## src/rtl/ctlword_pkg.sv

```systemverilog
package ctlword_pkg;

  localparam int SEL_W    = 3;
  localparam int OP_W     = 5;
  localparam int CW_W     = 3 * SEL_W + OP_W;
  localparam int NUM_SRC  = 1 << SEL_W;
  localparam int NUM_REGS = NUM_SRC - 1;

  typedef enum logic [OP_W-1:0] {
    OP_PASS = 5'b00000,
    OP_INC  = 5'b00001,
    OP_ADD  = 5'b00010,
    OP_SUB  = 5'b00101,
    OP_DEC  = 5'b00110,
    OP_AND  = 5'b01000,
    OP_OR   = 5'b01010,
    OP_XOR  = 5'b01100,
    OP_NOT  = 5'b01110,
    OP_SHR  = 5'b10000,
    OP_SHL  = 5'b11000
  } aluOpE;

  // strobes from control to datapath
  typedef struct packed {
    logic [SEL_W-1:0]    selA;
    logic [SEL_W-1:0]    selB;
    logic [NUM_REGS-1:0] loadMask;
    aluOpE               op;
    logic                flagLoad;
  } ctrlStrobeT;

  typedef struct packed {
    logic c;
    logic s;
    logic z;
    logic v;
  } flagsT;

endpackage

```

## src/rtl/cw_control.sv

```systemverilog
module cw_control
  import ctlword_pkg::*;
(
  input  logic [CW_W-1:0] ctrlWord,
  output ctrlStrobeT      strobes
);

  logic [SEL_W-1:0] fieldA;
  logic [SEL_W-1:0] fieldB;
  logic [SEL_W-1:0] fieldD;
  logic [OP_W-1:0]  fieldOp;
  logic             opLegal;
  logic [NUM_SRC-1:0] destDecode;

  assign {fieldA, fieldB, fieldD, fieldOp} = ctrlWord;

  always_comb begin
    case (fieldOp)
      OP_PASS, OP_INC, OP_ADD, OP_SUB, OP_DEC,
      OP_AND, OP_OR, OP_XOR, OP_NOT, OP_SHR, OP_SHL: opLegal = 1'b1;
      default:                                       opLegal = 1'b0;
    endcase
  end

  // 3-to-8 destination decoder; output 0 is the "no write" code
  genvar g;
  generate
    for (g = 0; g < NUM_SRC; g++) begin : gDec
      assign destDecode[g] = (fieldD == SEL_W'(g));
    end
  endgenerate

  always_comb begin
    strobes.selA     = fieldA;
    strobes.selB     = fieldB;
    strobes.loadMask = destDecode[NUM_SRC-1:1] & {NUM_REGS{opLegal}};
    strobes.op       = aluOpE'(fieldOp);
    strobes.flagLoad = opLegal;
  end

endmodule

```

## src/rtl/cw_alu.sv

```systemverilog
module cw_alu
  import ctlword_pkg::*;
#(
  parameter int DATA_W = 8
) (
  input  aluOpE             op,
  input  logic [DATA_W-1:0] opA,
  input  logic [DATA_W-1:0] opB,
  output logic [DATA_W-1:0] result,
  output flagsT             flagsNext
);

  logic [DATA_W-1:0] addX;
  logic [DATA_W-1:0] addY;
  logic              addCin;
  logic              useAdder;
  logic [DATA_W:0]   sumFull;
  logic [DATA_W-1:0] sumLow;
  logic              carryOut;
  logic              overflow;

  // operand steering for the shared adder
  always_comb begin
    addX     = opA;
    addY     = '0;
    addCin   = 1'b0;
    useAdder = 1'b0;
    case (op)
      OP_INC: begin addCin = 1'b1; useAdder = 1'b1; end
      OP_ADD: begin addY = opB; useAdder = 1'b1; end
      OP_SUB: begin addY = ~opB; addCin = 1'b1; useAdder = 1'b1; end
      OP_DEC: begin addY = '1; useAdder = 1'b1; end
      default: ;
    endcase
  end

  assign sumFull = {1'b0, addX} + {1'b0, addY} + {{DATA_W{1'b0}}, addCin};
  assign sumLow  = {1'b0, addX[DATA_W-2:0]} + {1'b0, addY[DATA_W-2:0]}
                 + {{(DATA_W-1){1'b0}}, addCin};

  always_comb begin
    result   = '0;
    carryOut = 1'b0;
    overflow = 1'b0;
    if (useAdder) begin
      result   = sumFull[DATA_W-1:0];
      carryOut = sumFull[DATA_W];
      overflow = sumFull[DATA_W] ^ sumLow[DATA_W-1];
    end else begin
      case (op)
        OP_PASS: result = opA;
        OP_AND:  result = opA & opB;
        OP_OR:   result = opA | opB;
        OP_XOR:  result = opA ^ opB;
        OP_NOT:  result = ~opA;
        OP_SHR: begin
          result   = {1'b0, opA[DATA_W-1:1]};
          carryOut = opA[0];
        end
        OP_SHL: begin
          result   = {opA[DATA_W-2:0], 1'b0};
          carryOut = opA[DATA_W-1];
        end
        default: result = '0;
      endcase
    end
  end

  assign flagsNext.c = carryOut;
  assign flagsNext.s = result[DATA_W-1];
  assign flagsNext.z = (result == '0);
  assign flagsNext.v = overflow;

endmodule

```

## src/rtl/cw_datapath.sv

```systemverilog
module cw_datapath
  import ctlword_pkg::*;
#(
  parameter int DATA_W = 8
) (
  input  logic              clk,
  input  logic              rst,
  input  ctrlStrobeT        strobes,
  input  logic [DATA_W-1:0] inBus,
  output logic [DATA_W-1:0] outBus,
  output flagsT             flagsQ
);

  logic [DATA_W-1:0] srcTable [0:NUM_REGS];
  logic [DATA_W-1:0] busA;
  logic [DATA_W-1:0] busB;
  logic [DATA_W-1:0] aluResult;
  flagsT             aluFlags;

  assign srcTable[0] = inBus;

  genvar g;
  generate
    for (g = 1; g <= NUM_REGS; g++) begin : gReg
      logic [DATA_W-1:0] q;
      always_ff @(posedge clk) begin
        if (rst)                        q <= '0;
        else if (strobes.loadMask[g-1]) q <= aluResult;
      end
      assign srcTable[g] = q;
    end
  endgenerate

  assign busA = srcTable[strobes.selA];
  assign busB = srcTable[strobes.selB];

  cw_alu #(.DATA_W(DATA_W)) u_alu (
    .op       (strobes.op),
    .opA      (busA),
    .opB      (busB),
    .result   (aluResult),
    .flagsNext(aluFlags)
  );

  assign outBus = aluResult;

  always_ff @(posedge clk) begin
    if (rst)                   flagsQ <= '0;
    else if (strobes.flagLoad) flagsQ <= aluFlags;
  end

endmodule

```

## src/rtl/ctlword_datapath.sv

```systemverilog
module ctlword_datapath
  import ctlword_pkg::*;
#(
  parameter int DATA_W = 8
) (
  input  logic              clk,
  input  logic              rst,
  input  logic [CW_W-1:0]   ctrlWord,
  input  logic [DATA_W-1:0] inBus,
  output logic [DATA_W-1:0] outBus,
  output logic              carryFlag,
  output logic              signFlag,
  output logic              zeroFlag,
  output logic              overflowFlag
);

  ctrlStrobeT strobes;
  flagsT      flagsQ;

  cw_control u_ctrl (
    .ctrlWord(ctrlWord),
    .strobes (strobes)
  );

  cw_datapath #(.DATA_W(DATA_W)) u_dp (
    .clk    (clk),
    .rst    (rst),
    .strobes(strobes),
    .inBus  (inBus),
    .outBus (outBus),
    .flagsQ (flagsQ)
  );

  assign carryFlag    = flagsQ.c;
  assign signFlag     = flagsQ.s;
  assign zeroFlag     = flagsQ.z;
  assign overflowFlag = flagsQ.v;

endmodule

```

## config.mk

```make
export PLATFORM = sky130hd
export DESIGN_NAME = ctlword_datapath
export DESIGN_NICKNAME = d
export VERILOG_FILES = /design/src/rtl/ctlword_pkg.sv /design/src/rtl/cw_control.sv /design/src/rtl/cw_alu.sv /design/src/rtl/cw_datapath.sv /design/src/rtl/ctlword_datapath.sv
export SDC_FILE = /design/constraint.sdc
export NUM_CORES = 1
export LEC_CHECK = 0
export BUFFER_PORTS_ARGS = -buffer_cell sky130_fd_sc_hd__buf_2
export CORE_MARGIN = 4
export CORE_UTILIZATION = 61
export CTS_CLUSTER_DIAMETER = 80
export DETAILED_ROUTE_END_ITERATION = 10
export PLACE_DENSITY = 0.79
export SETUP_SLACK_MARGIN = 0.5
export SLEW_MARGIN = 10
export SYNTH_ARGS = -nofsm -noshare
export SYNTH_HDL_FRONTEND = slang
export SYNTH_SLANG_ARGS = --single-unit
export TNS_END_PERCENT = 10
```

## constraint.sdc

```tcl
create_clock -name clk -period 6.3 [get_ports clk]
set_clock_uncertainty 0.05 [all_clocks]
set_input_delay 0.315 -clock clk [delete_from_list [all_inputs] [get_ports clk]]
set_output_delay 0.315 -clock clk [all_outputs]
set_load 0.01 [all_outputs]
```

==> results of run 1 <==
-- flip-flops by register name, indices dropped and copies added (netlist names) --
| name | count |
|---|---|
| u_dp.gReg.q | 56 |
| u_dp.flagsQ | 4 |
-- power by group through the flow --
stage               combinational, mW  sequential (mW)  clock (mW)
floorplan                       0.126            0.405           0
detailed placement              0.165            0.407           0
global route                    0.182            0.400       0.320
global placement                0.162            0.406           0
CTS                             0.166            0.399       0.301
finish                          0.167            0.399       0.296
-- final cells by class --
class / count / area (um2) / area share (%)
Multi-Input combinational cell: 324 / 2990 / 62.2
Sequential cell: 60 / 1200 / 25.0
Timing Repair Buffer: 39 / 205 / 4.28
Clock buffer: 13 / 159 / 3.31
Tap cell: 96 / 120 / 2.50
Inverter: 31 / 116 / 2.43
Clock inverter: 2 / 10.0 / 0.209
-- metal layers --
layer | GRT usage, % | wire length, um
met1 | 36.4 | 4930
met2 | 43.4 | 5420
met3 | 4.59 | 622
met4 | 11.3 | 250
met5 | 0 | 0
-- critical path, stage by stage --
cell,delay (ns)
sky130_fd_sc_hd__buf_2,0.42
sky130_fd_sc_hd__mux4_2,0.57
sky130_fd_sc_hd__mux2i_1,0.26
sky130_fd_sc_hd__inv_1,0.09
sky130_fd_sc_hd__o21ai_0,0.16
sky130_fd_sc_hd__nor2_1,0.09
sky130_fd_sc_hd__fa_1,0.47
sky130_fd_sc_hd__fa_1,0.44
sky130_fd_sc_hd__a211oi_1,0.26
sky130_fd_sc_hd__o21ai_0,0.16
sky130_fd_sc_hd__a21oi_1,0.27
sky130_fd_sc_hd__xnor2_1,0.15
sky130_fd_sc_hd__a221oi_4,0.54
sky130_fd_sc_hd__inv_1,0.07
sky130_fd_sc_hd__buf_2,0.15
-- placed cells by master (no fill, tap or decap), types with 5 or more instances in the layout --
cell type / Yosys / routed
sky130_fd_sc_hd__nor2_1: 72 / 72
sky130_fd_sc_hd__o21ai_0: 11 / 11
sky130_fd_sc_hd__a21oi_1: 16 / 16
sky130_fd_sc_hd__inv_1: 31 / 31
sky130_fd_sc_hd__o221ai_1: 6 / 6
sky130_fd_sc_hd__clkbuf_8: 0 / 11
sky130_fd_sc_hd__nand2_1: 6 / 6
sky130_fd_sc_hd__a211oi_1: 52 / 52
sky130_fd_sc_hd__ha_1: 27 / 27
sky130_fd_sc_hd__xnor2_1: 5 / 5
sky130_fd_sc_hd__mux4_2: 28 / 28
sky130_fd_sc_hd__buf_2: 5 / 35
sky130_fd_sc_hd__mux2i_1: 21 / 21
sky130_fd_sc_hd__dfxtp_1: 60 / 60
-- logic make-up (layout without fill, tap and decap cells) --
logic type	count (synthesis)	count (layout)
compound gates	117	117
simple gates	110	110
flops	60	60
fa+ha+maj	29	29
buf+inv	69	85
mux	61	61
xor+xnor	7	7
-- stage by stage --
| step | utilization (%) | std cells | instance area, um2 | setup slack [ns] | hold slack (ns) |
|---|---|---|---|---|---|
| floorplan | - | 453 | 4470 | 1.63 | 0.419 |
| CTS | 69.1 | 565 | 4800 | 1.55 | 0.355 |
| global placement | 66.7 | 550 | 4630 | 1.66 | 0.415 |
| global route | 69.1 | 565 | 4800 | 1.18 | 0.416 |
| finish | 69.1 | 565 | 4800 | 1.50 | 0.366 |
| detailed placement | 66.7 | 550 | 4630 | 1.56 | 0.432 |
-- path summary, 6_finish.rpt --
kind                                   startpoint           endpoint  slack, ns  cells after the start
worst max-delay path                  ctrlWord[9]          outBus[6]       1.50                     15
worst min-delay path                  ctrlWord[6]  u_dp.gReg[1].q[2]       0.37                      4
worst max register to register  u_dp.gReg[7].q[0]     u_dp.flagsQ[1]       2.05                     14
worst min register to register     u_dp.flagsQ[3]     u_dp.flagsQ[3]       0.44                      2
==> impl_metrics.csv, run 1 <==
group,metric,value,unit
floorplanning,io-pin-count,36,
floorplanning,die-width,93.6,um
sta,post-route-min-period,4.80,ns
synthesis,post-synth-top-area-cell,"sky130_fd_sc_hd__dfxtp_1",
sta,grt_setup_unrepaired,"false",
global_route,grt_pass1_wl,18400,um
synthesis,post_synthesis_share_of_cell_area_spent_on_xor_and_xnor_gates,1.37,%
pwr,comb_power_share,19.3,%
synthesis,yosys.area_share.adder,8.45,%
place,port-buffer-count,35,
outcome,outcome,"complete, no violations",
synthesis,netlist_top_cells_area,"sky130_fd_sc_hd__dfxtp_1 (27%), sky130_fd_sc_hd__mux4_2 (14%), sky130_fd_sc_hd__a211oi_1 (8.7%), sky130_fd_sc_hd__ha_1 (7.6%), sky130_fd_sc_hd__nor2_1 (6.0%)",
sta,fmaxAchievable,0.208,GHz
pwr,switching_share,28.0,%
clock_network,cts_inserted_buffers,9,
pwr,p_clk_share,34.4,%
route,routedWlPerCell,19.9,um
pwr,power.static_leakage,2.02,nW
critical_path,worstPathArrival,4.43,ns
clock_network,ctsHtreeMaxLevel,3,
synthesis,synth_compound_gate_area_share,20.1,%
sta,setup_total_negative_slack,0,ns
synthesis,ys_seq_elements,60,
sta,finalHoldViolations,0,
synthesis,synth_seq_area_share,26.8,%
sta,period_share,76.2,%
floorplanning,die_area,8770,um2
place,post-dp-hpwl,8150,um
pwr,post-layout-total-power,862,uW
floorplanning,chipHeight,93.6,um
synthesis,postSynth.topFlopCell,"sky130_fd_sc_hd__dfxtp_1",
place,finalWeightedCongestion,0.997,
floorplanning,design.core.area,6940,um2
global_route,grt_util_all_layers,27.1,%
clock_network,clk_root_buffer_cell,"sky130_fd_sc_hd__clkbuf_8",
route,finalWirelength,11200,um
critical_path,required,5.93,ns
critical_path,launching_element_type_of_the_critical_path,"primary input",
global_route,pin_count_of_the_biggest_net_entering_global_routing,63,
critical_path,worstSetupEndpointType,"primary output",
synthesis,synthArstFlopShare,0,%
synthesis,yosys_warnings,0,
floorplanning,starting_utilization_of_the_core_area,64.4,%
clock_network,cts_max_path_buffers,2,
route,drt.antenna.violating_nets,0,
cells_and_area,final_layout_size_suffix_gt1_share,22.6,%
global_route,via_count_of_the_first_global_routing_pass,3516,
synthesis,synth.most_common_cell,"sky130_fd_sc_hd__nor2_1",
sta,relSlewSlack,28.1,%
synthesis,netlist_area,4470,um2
clock_network,tritoncts,"built",
synthesis,dominant_combinational_cell_family_by_area_after_synthesis,"multiplexers",
cells_and_area,nFillCells,543,
clock_network,postCtsResizedCells,0,
clock_network,clock_insertion_delay_worst_skew,0.34,ns
synthesis,yosys.area_share.simple,12.2,%
synthesis,portion_of_netlist_area_occupied_by_mux_cells,24.3,%
route,route.detailed.drc,0,
pwr,pwr_density_cell,180,nW/um2
cells_and_area,syn2layout_area_growth,7.24,%
clock_network,clock-sinks,60,
synthesis,syn_avg_cell_area,9.88,um2
global_route,antenna_violations_before_repair,0,
synthesis,synth_top_area_share,26.8,%
synthesis,yosys-top-cells-count,"sky130_fd_sc_hd__nor2_1 (72), sky130_fd_sc_hd__dfxtp_1 (60), sky130_fd_sc_hd__a211oi_1 (52)",
pwr,net_switching_power_figure,241,uW
route,avgViaCountPerCell,6.40,
route,dr_total_vias,3616,
clock_network,worst_setup_hold_path_clk_slew,0.06,ns
pwr,seq_power_share,46.3,%
critical_path,worstSetupPathType,"primary input to primary output",
synthesis,syn-instance-count,453,
critical_path,crit_path_max_fanout,16,
sta,timing_worst_slew_pin_value,1.06,ns
sta,setup_viols_final,0,
synthesis,total_nets_after_synthesis,506,
route,detailedRoute.firstIterationViolations,263,
floorplanning,fp-row-count,30,
flow_run,max-cap-violations,0,
min_path,worst_hold_path_type,"primary input to flop",
clock_network,postCtsSetupRepairBufs,0,
global_route,grt.overflow.total,0,
cells_and_area,final_net_count,518,
cells_and_area,antenna-diode-count,0,
sta,slew_violations,0,
clock_network,post_cts_hold_buffer_count,0,
pwr,vdd.ir_drop.worst,0.189,mV
synthesis,synth_enable_flop_cells,0,
pwr,power.internal,620,uW
route,drt_pass1_iterations,4,
synthesis,yosysUniqueCellTypes,62,
Power figures use the tool's default switching activity.
==> inputs of run 2 (changes only) <==
--- a/config.mk
+++ b/config.mk
@@ -7,10 +7,10 @@
 export LEC_CHECK = 0
 export BUFFER_PORTS_ARGS = -buffer_cell sky130_fd_sc_hd__buf_2
 export CORE_MARGIN = 4
-export CORE_UTILIZATION = 61
+export CORE_UTILIZATION = 55
 export CTS_CLUSTER_DIAMETER = 80
 export DETAILED_ROUTE_END_ITERATION = 10
-export PLACE_DENSITY = 0.79
+export PLACE_DENSITY = 0.75
 export SETUP_SLACK_MARGIN = 0.5
 export SLEW_MARGIN = 10
 export SYNTH_ARGS = -nofsm -noshare
==> constraint.sdc (replaced) <==
create_clock -name clk -period 4.3 [get_ports clk]
set_clock_uncertainty 0.05 [all_clocks]
set_input_delay 0.215 -clock clk [delete_from_list [all_inputs] [get_ports clk]]
set_output_delay 0.215 -clock clk [all_outputs]
set_load 0.01 [all_outputs]
==> run 2 against run 1 <==
Power increased by 56%. Count of clock-buffer cells in the layout shrank 2. Critical path depth fell by 1. Sequential share of layout area fell by 1.1 points. Critical endpoint unchanged.
==> impl_metrics.csv, run 2 (synthesis results as in run 1) <==
group,metric,value,unit
cells_and_area,layout_common_cells,"sky130_fd_sc_hd__nor2_1 (72), sky130_fd_sc_hd__dfxtp_1 (60), sky130_fd_sc_hd__a211oi_1 (51), sky130_fd_sc_hd__buf_2 (35), sky130_fd_sc_hd__inv_1 (31)",
sta,timing_worst_slew_pin_value,1.00,ns
route,routedWlPerCell,20.1,um
floorplanning,die-width,98.2,um
cells_and_area,top_register,"u_dp.gReg.q",
route,route.detailed.drc,0,
flow_run,max-cap-violations,0,
clock_network,cts_max_path_buffers,2,
floorplanning,design.core.area,7810,um2
floorplanning,io-pin-count,36,
clock_network,cts_inserted_buffers,9,
cells_and_area,largest_register_ff_count,56,
sta,fmaxAchievable,0.265,GHz
critical_path,timing.reg2reg.setup_slack,0.66,ns
sta,period_share,87.7,%
place,placement.cell_area,4730,um2
global_route,grt.overflow.total,0,
critical_path,worstSetupPathType,"flop to primary output",
place,port-buffer-count,35,
critical_path,worst_r2r_startpoint,"u_dp.gReg[2].q[0]",
cells_and_area,commonest_non_fill_non_tap_cell_in_the_layout,"sky130_fd_sc_hd__nor2_1",
route,dr_total_vias,3731,
clock_network,clock_insertion_delay_worst_skew,0.35,ns
cells_and_area,syn2layout_area_growth,12.1,%
critical_path,crit_path_max_fanout,3,
cells_and_area,biggestRegsByFlops,"u_dp.gReg.q: 56 flops, u_dp.flagsQ: 4 flops",
sta,relSlewSlack,32.7,%
floorplanning,starting_utilization_of_the_core_area,57.3,%
floorplanning,die_area,9640,um2
route,detailedRoute.firstIterationViolations,279,
critical_path,required,4.03,ns
critical_path,worstPathArrival,3.51,ns
global_route,pin_count_of_the_biggest_net_entering_global_routing,63,
cells_and_area,area_of_the_multi_input_gates,3040,um2
pwr,pwr_density_cell,268,nW/um2
sta,post-route-min-period,3.77,ns
cells_and_area,postLayoutCellArea,5020,um2
cells_and_area,final_net_count,535,
clock_network,clk_root_buffer_cell,"sky130_fd_sc_hd__clkbuf_8",
sta,finalHoldViolations,0,
global_route,grt_util_all_layers,25.3,%
cells_and_area,final_layout_size_suffix_gt1_share,27.2,%
global_route,antenna_violations_before_repair,0,
floorplanning,chipHeight,98.2,um
sta,grt_setup_unrepaired,"true",
route,drt_pass1_iterations,5,
clock_network,ctsHtreeMaxLevel,3,
min_path,hold_start,"ctrlWord[7]",
min_path,whs_path_depth,4,
sta,setup_total_negative_slack,0,ns
pwr,post-layout-total-power,1.35,mW
critical_path,launching_element_type_of_the_critical_path,"flop",
clock_network,worst_setup_hold_path_clk_slew,0.07,ns
place,post-dp-hpwl,8410,um
global_route,via_count_of_the_first_global_routing_pass,3659,
sta,setup_viols_final,0,
outcome,outcome,"complete, no violations",
sta,slew_violations,0,
pwr,vdd.ir_drop.worst,0.167,mV
critical_path,startpoint,"u_dp.gReg[2].q[0]",
route,avgViaCountPerCell,6.35,
min_path,worst_hold_path_type,"primary input to flop",
critical_path,worstSetupEndpointType,"primary output",
cells_and_area,seqCellArea,1200,um2
pwr,power.static_leakage,2.09,nW
cells_and_area,antenna-diode-count,0,
place,finalWeightedCongestion,0.988,
critical_path,worst-r2r-cell-count,15,
floorplanning,fp-row-count,32,
route,drt.antenna.violating_nets,0,
global_route,grt_pass1_wl,19200,um
clock_network,tritoncts,"built",
cells_and_area,nFillCells,637,
clock_network,clock-sinks,60,
route,finalWirelength,11800,um
==> run 2: report_power, final <==
group / internal, mW / switching, mW
clock network: 0.279 / 0.220
logic: 0.111 / 0.151
registers: 0.573 / 0.0122
==> run 2: area by class of cell <==
class | count | area share, %
Sequential cell | 60 | 23.9
Inverter | 31 | 2.32
Timing Repair Buffer | 56 | 6.71
Clock inverter | 4 | 0.998
Tap cell | 102 | 2.54
Clock buffer | 11 | 2.82
Multi-Input combinational cell | 324 | 60.7
==> run 2: final timing paths <==
kind | to
max reg2reg | u_dp.flagsQ[1]
max | outBus[6]
min reg2reg | u_dp.flagsQ[0]
min | u_dp.gReg[3].q[1]
==> run 2: timing repair <==
item                                   CTS  global route
setup buffers                            3             2
pin swaps                                5             5
gates resized for setup                  6             6
hold buffers                             0             0
setup endpoints to repair                9            19
endpoints found under the hold margin    0             0
==> run 2: critical path: stages (launching register included) <==
cell	delay, ns
sky130_fd_sc_hd__dfxtp_1	0.34
sky130_fd_sc_hd__mux4_2	0.50
sky130_fd_sc_hd__mux2i_4	0.18
sky130_fd_sc_hd__inv_1	0.08
sky130_fd_sc_hd__o21ai_1	0.12
sky130_fd_sc_hd__nor2_1	0.07
sky130_fd_sc_hd__fa_2	0.37
sky130_fd_sc_hd__fa_2	0.36
sky130_fd_sc_hd__a211oi_2	0.18
sky130_fd_sc_hd__o21ai_1	0.11
sky130_fd_sc_hd__a21oi_2	0.16
sky130_fd_sc_hd__xnor2_1	0.11
sky130_fd_sc_hd__a221oi_4	0.36
sky130_fd_sc_hd__inv_1	0.07
sky130_fd_sc_hd__buf_2	0.14
==> run 2: metrics by stage <==
stage	worst slack (ns)	std cells	hold slack (ns)	util (%)
3_5_place_dp	0.327	568	0.426	60.6
5_1_grt	0.271	588	0.394	64.3
2_1_floorplan	0.556	453	0.398	-
3_3_place_gp	0.421	568	0.423	60.6
4_1_cts	0.396	586	0.341	63.7
6_report	0.527	588	0.356	64.3
==> run 2: metal layers <==
layer  GRT usage (%)  vias up  part of all wire (%)
li1                -     1766                     -
met1            34.2     1772                    42
met3            4.07       33                   6.7
met4            11.8        0                   3.9
met2            39.7      160                    47
met5               0        -                     0
==> inputs of run 3 (changes only) <==
--- a/config.mk
+++ b/config.mk
@@ -5,12 +5,13 @@
 export SDC_FILE = /design/constraint.sdc
 export NUM_CORES = 1
 export LEC_CHECK = 0
+export ABC_AREA = 1
 export BUFFER_PORTS_ARGS = -buffer_cell sky130_fd_sc_hd__buf_2
 export CORE_MARGIN = 4
-export CORE_UTILIZATION = 55
+export CORE_UTILIZATION = 56
 export CTS_CLUSTER_DIAMETER = 80
 export DETAILED_ROUTE_END_ITERATION = 10
-export PLACE_DENSITY = 0.75
+export PLACE_DENSITY = 0.76
 export SETUP_SLACK_MARGIN = 0.5
 export SLEW_MARGIN = 10
 export SYNTH_ARGS = -nofsm -noshare
==> constraint.sdc (replaced) <==
create_clock -name clk -period 3.35 [get_ports clk]
set_clock_uncertainty 0.05 [all_clocks]
set_input_delay 0.1675 -clock clk [delete_from_list [all_inputs] [get_ports clk]]
set_output_delay 0.1675 -clock clk [all_outputs]
set_load 0.005 [all_outputs]
==> run 3 against run 2 <==
The flow now finishes with violations (setup timing). Power is 50% higher. Combinational power increased by 120%. Non-clock buffer count grew 29. Flip-flop and latch count stayed put. First-iteration DRC count up 56%. Synthesized area increased by 12%. Synthesized cell count increased by 86%. Critical path depth up 5. Routed wire length up 43%. Critical path type unchanged.
==> impl_metrics.csv, run 3 <==
group,metric,value,unit
outcome,outcome,"finished with violations",
outcome,failed_checks,"setup timing",
clock_network,post_cts_hold_buffer_count,0,
synthesis,yosys_warnings,0,
synthesis,netlist_top_cells_area,"sky130_fd_sc_hd__dfxtp_1 (24%), sky130_fd_sc_hd__inv_1 (13%), sky130_fd_sc_hd__nand2_1 (13%), sky130_fd_sc_hd__o21ai_0 (9.8%), sky130_fd_sc_hd__a21oi_1 (9.5%)",
synthesis,ys_seq_elements,60,
critical_path,required,3.13,ns
cells_and_area,syn2layout_area_growth,17.6,%
route,drt_pass1_iterations,5,
critical_path,crit_path_max_fanout,3,
synthesis,total_nets_after_synthesis,894,
clock_network,clk_root_buffer_cell,"sky130_fd_sc_hd__clkbuf_8",
cells_and_area,biggestRegsByFlops,"u_dp.gReg.q: 56 flops, u_dp.flagsQ: 4 flops",
critical_path,launching_element_type_of_the_critical_path,"flop",
clock_network,cts_inserted_buffers,9,
critical_path,worst-r2r-cell-count,22,
sta,finalHoldViolations,0,
pwr,vdd.ir_drop.worst,0.208,mV
pwr,net_switching_power_figure,721,uW
synthesis,netlist_area,5010,um2
sta,period_share,100,%
floorplanning,design.core.area,8720,um2
synthesis,synth_enable_flop_cells,0,
pwr,power.static_leakage,3.17,nW
place,post-dp-hpwl,12600,um
synthesis,postSynth.topFlopCell,"sky130_fd_sc_hd__dfxtp_1",
clock_network,cts_max_path_buffers,2,
pwr,power.internal,1.29,mW
sta,fmaxAchievable,0.298,GHz
pwr,p_clk_share,33.7,%
pwr,post-layout-total-power,2.01,mW
global_route,grt.overflow.total,0,
floorplanning,chipHeight,103,um
sta,timing_worst_slew_pin_value,0.703,ns
sta,final.setup.worst_slack,-0.00345,ns
clock_network,clock-sinks,60,
floorplanning,fp-row-count,34,
synthesis,syn_avg_cell_area,5.96,um2
clock_network,worst_setup_hold_path_clk_slew,0.08,ns
pwr,comb_power_share,29.2,%
route,avgViaCountPerCell,5.63,
min_path,whs_path_depth,2,
critical_path,worstSetupPathType,"flop to primary output",
place,finalWeightedCongestion,0.993,
global_route,via_count_of_the_first_global_routing_pass,5171,
sta,slew_violations,0,
critical_path,rr_endpoint,"u_dp.flagsQ[1]",
route,route.detailed.drc,0,
min_path,hold_start,"rst",
synthesis,synthArstFlopShare,0,%
sta,grt_setup_unrepaired,"true",
route,finalWirelength,16900,um
place,preCtsSetupSlack,0.0198,ns
critical_path,worstPathArrival,3.14,ns
global_route,grt_util_all_layers,33.2,%
cells_and_area,top_register,"u_dp.gReg.q",
synthesis,synth_seq_area_share,24.0,%
clock_network,ctsHtreeMaxLevel,3,
sta,relSlewSlack,53.0,%
flow_run,max-cap-violations,0,
cells_and_area,final_net_count,952,
sta,post-route-min-period,3.35,ns
critical_path,worst_r2r_startpoint,"u_dp.gReg[1].q[0]",
route,dr_total_vias,5698,
route,drt.antenna.violating_nets,0,
pwr,switching_share,35.8,%
synthesis,post-synth-top-area-cell,"sky130_fd_sc_hd__dfxtp_1",
synthesis,yosys-top-cells-count,"sky130_fd_sc_hd__inv_1 (173), sky130_fd_sc_hd__nand2_1 (169), sky130_fd_sc_hd__o21ai_0 (98)",
critical_path,worstSetupEndpointType,"primary output",
cells_and_area,largest_register_ff_count,56,
cells_and_area,antenna-diode-count,0,
min_path,worst_hold_path_type,"primary input to flop",
floorplanning,die-width,103,um
floorplanning,die_area,10500,um2
clock_network,tritoncts,"built",
cells_and_area,post-route-util,67.6,%
cells_and_area,layout_common_cells,"sky130_fd_sc_hd__nand2_1 (167), sky130_fd_sc_hd__inv_1 (160), sky130_fd_sc_hd__a21oi_1 (88), sky130_fd_sc_hd__o21ai_0 (66), sky130_fd_sc_hd__nand3_1 (65)",
pwr,seq_power_share,37.1,%
cells_and_area,final_layout_size_suffix_gt1_share,20.4,%
global_route,grt_pass1_wl,26700,um
place,port-buffer-count,35,
synthesis,yosysUniqueCellTypes,37,
clock_network,clock_insertion_delay_worst_skew,0.35,ns
synthesis,syn-instance-count,841,
synthesis,synth.most_common_cell,"sky130_fd_sc_hd__inv_1",
min_path,min_delay_worst_endpoint,"u_dp.flagsQ[1]",
global_route,pin_count_of_the_biggest_net_entering_global_routing,44,
pwr,pwr_density_cell,341,nW/um2
floorplanning,starting_utilization_of_the_core_area,57.5,%
floorplanning,io-pin-count,36,
critical_path,timing.reg2reg.setup_slack,0.14,ns
cells_and_area,commonest_non_fill_non_tap_cell_in_the_layout,"sky130_fd_sc_hd__nand2_1",
route,routedWlPerCell,16.7,um
sta,setup_viols_final,1,
synthesis,synth_top_area_share,24.0,%
route,detailedRoute.firstIterationViolations,434,
global_route,antenna_violations_before_repair,0,
-- run 3: changes by cell type after synthesis, sizes merged, moves of 32 or more --
cell | previous run | this run
a21oi | 18 | 95
a211oi | 52 | 0
mux4 | 32 | 0
nand3 | 4 | 70
o21ai | 11 | 107
inv | 31 | 181
nand2 | 6 | 178
-- run 3: worst max-delay path: stages, from the launching register on --
cell and delay, ns:
sky130_fd_sc_hd__dfxtp_2 0.35, sky130_fd_sc_hd__inv_4 0.05, sky130_fd_sc_hd__a21oi_2 0.12, sky130_fd_sc_hd__o21ai_1 0.07, sky130_fd_sc_hd__nand2_1 0.06, sky130_fd_sc_hd__nand2_1 0.06, sky130_fd_sc_hd__o21ai_2 0.10, sky130_fd_sc_hd__inv_1 0.07
sky130_fd_sc_hd__nand2_1 0.07, sky130_fd_sc_hd__o211ai_1 0.11, sky130_fd_sc_hd__fa_2 0.41, sky130_fd_sc_hd__fa_2 0.37, sky130_fd_sc_hd__nor3b_2 0.17, sky130_fd_sc_hd__nor3b_2 0.22, sky130_fd_sc_hd__nand2_1 0.09, sky130_fd_sc_hd__nand2_1 0.06
sky130_fd_sc_hd__nor2_1 0.06, sky130_fd_sc_hd__a21oi_2 0.18, sky130_fd_sc_hd__inv_4 0.07, sky130_fd_sc_hd__buf_6 0.11
-- run 3: cell type report --
| class | instances | area [um2] |
|---|---|---|
| clock inverters | 7 | 75.1 |
| repair buffers | 85 | 616 |
| fillers | 802 | 2830 |
| multi-input cells | 562 | 3050 |
| well taps | 108 | 135 |
| inverters | 181 | 689 |
| clock buffers | 9 | 124 |
| flip-flops and latches | 60 | 1210 |
-- run 3: how the worst max path moves through the flow --
stage,startpoint,to,depth (start not counted)
floorplan,ctrlWord[8],u_dp.flagsQ[1],23
global placement,ctrlWord[8],u_dp.gReg[1].q[4],22
detailed placement,ctrlWord[9],outBus[5],22
CTS,u_dp.gReg[5].q[0],outBus[6],19
global route,u_dp.gReg[5].q[0],outBus[6],19
finish,u_dp.gReg[1].q[0],outBus[6],19
-- run 3: logic make-up after synthesis --
family	after synthesis	share of synthesized area (%)
and+or+nand+nor	311	27.2
xor gates and xnor gates	1	0.175
DFF	60	24.0
buffers and inverters	219	17.8
adders and majority gates	29	7.54
AOI/OAI and AO/OA	221	23.3
-- run 3: repair_timing --
action | 4_1_cts | 5_1_grt
setup buffers | 13 | 1
gates resized for setup | 60 | 18
endpoints found under the setup margin | 52 | 61
pin swaps | 23 | 17
-- run 3: stage by stage --
step	std cells	hold slack (ns)	setup TNS, ns	area, um2
final	1012	0.0774	-0.00345	5900
after global placement	982	0.407	0	5450
after detailed placement	982	0.428	0	5450
after CTS	1011	0.0572	-0.00561	5850
after floorplan	841	0.297	0	5110
after global routing	1012	0.0884	-0.540	5900
-- run 3: power by group through the flow --
stage	registers, mW	clock network, mW	logic, mW
floorplan	0.760	0	0.339
CTS	0.746	0.686	0.569
finish	0.746	0.679	0.588
detailed placement	0.762	0	0.521
global route	0.748	0.715	0.647
global placement	0.761	0	0.509
-- run 3: metal layers --
metal	wire (um)	up-vias	track usage, %
met1	6900	2571	43.3
met4	652	0	13.6
li1	-	2789	-
met3	1470	50	4.60
met5	0	-	0
met2	7840	288	55.1
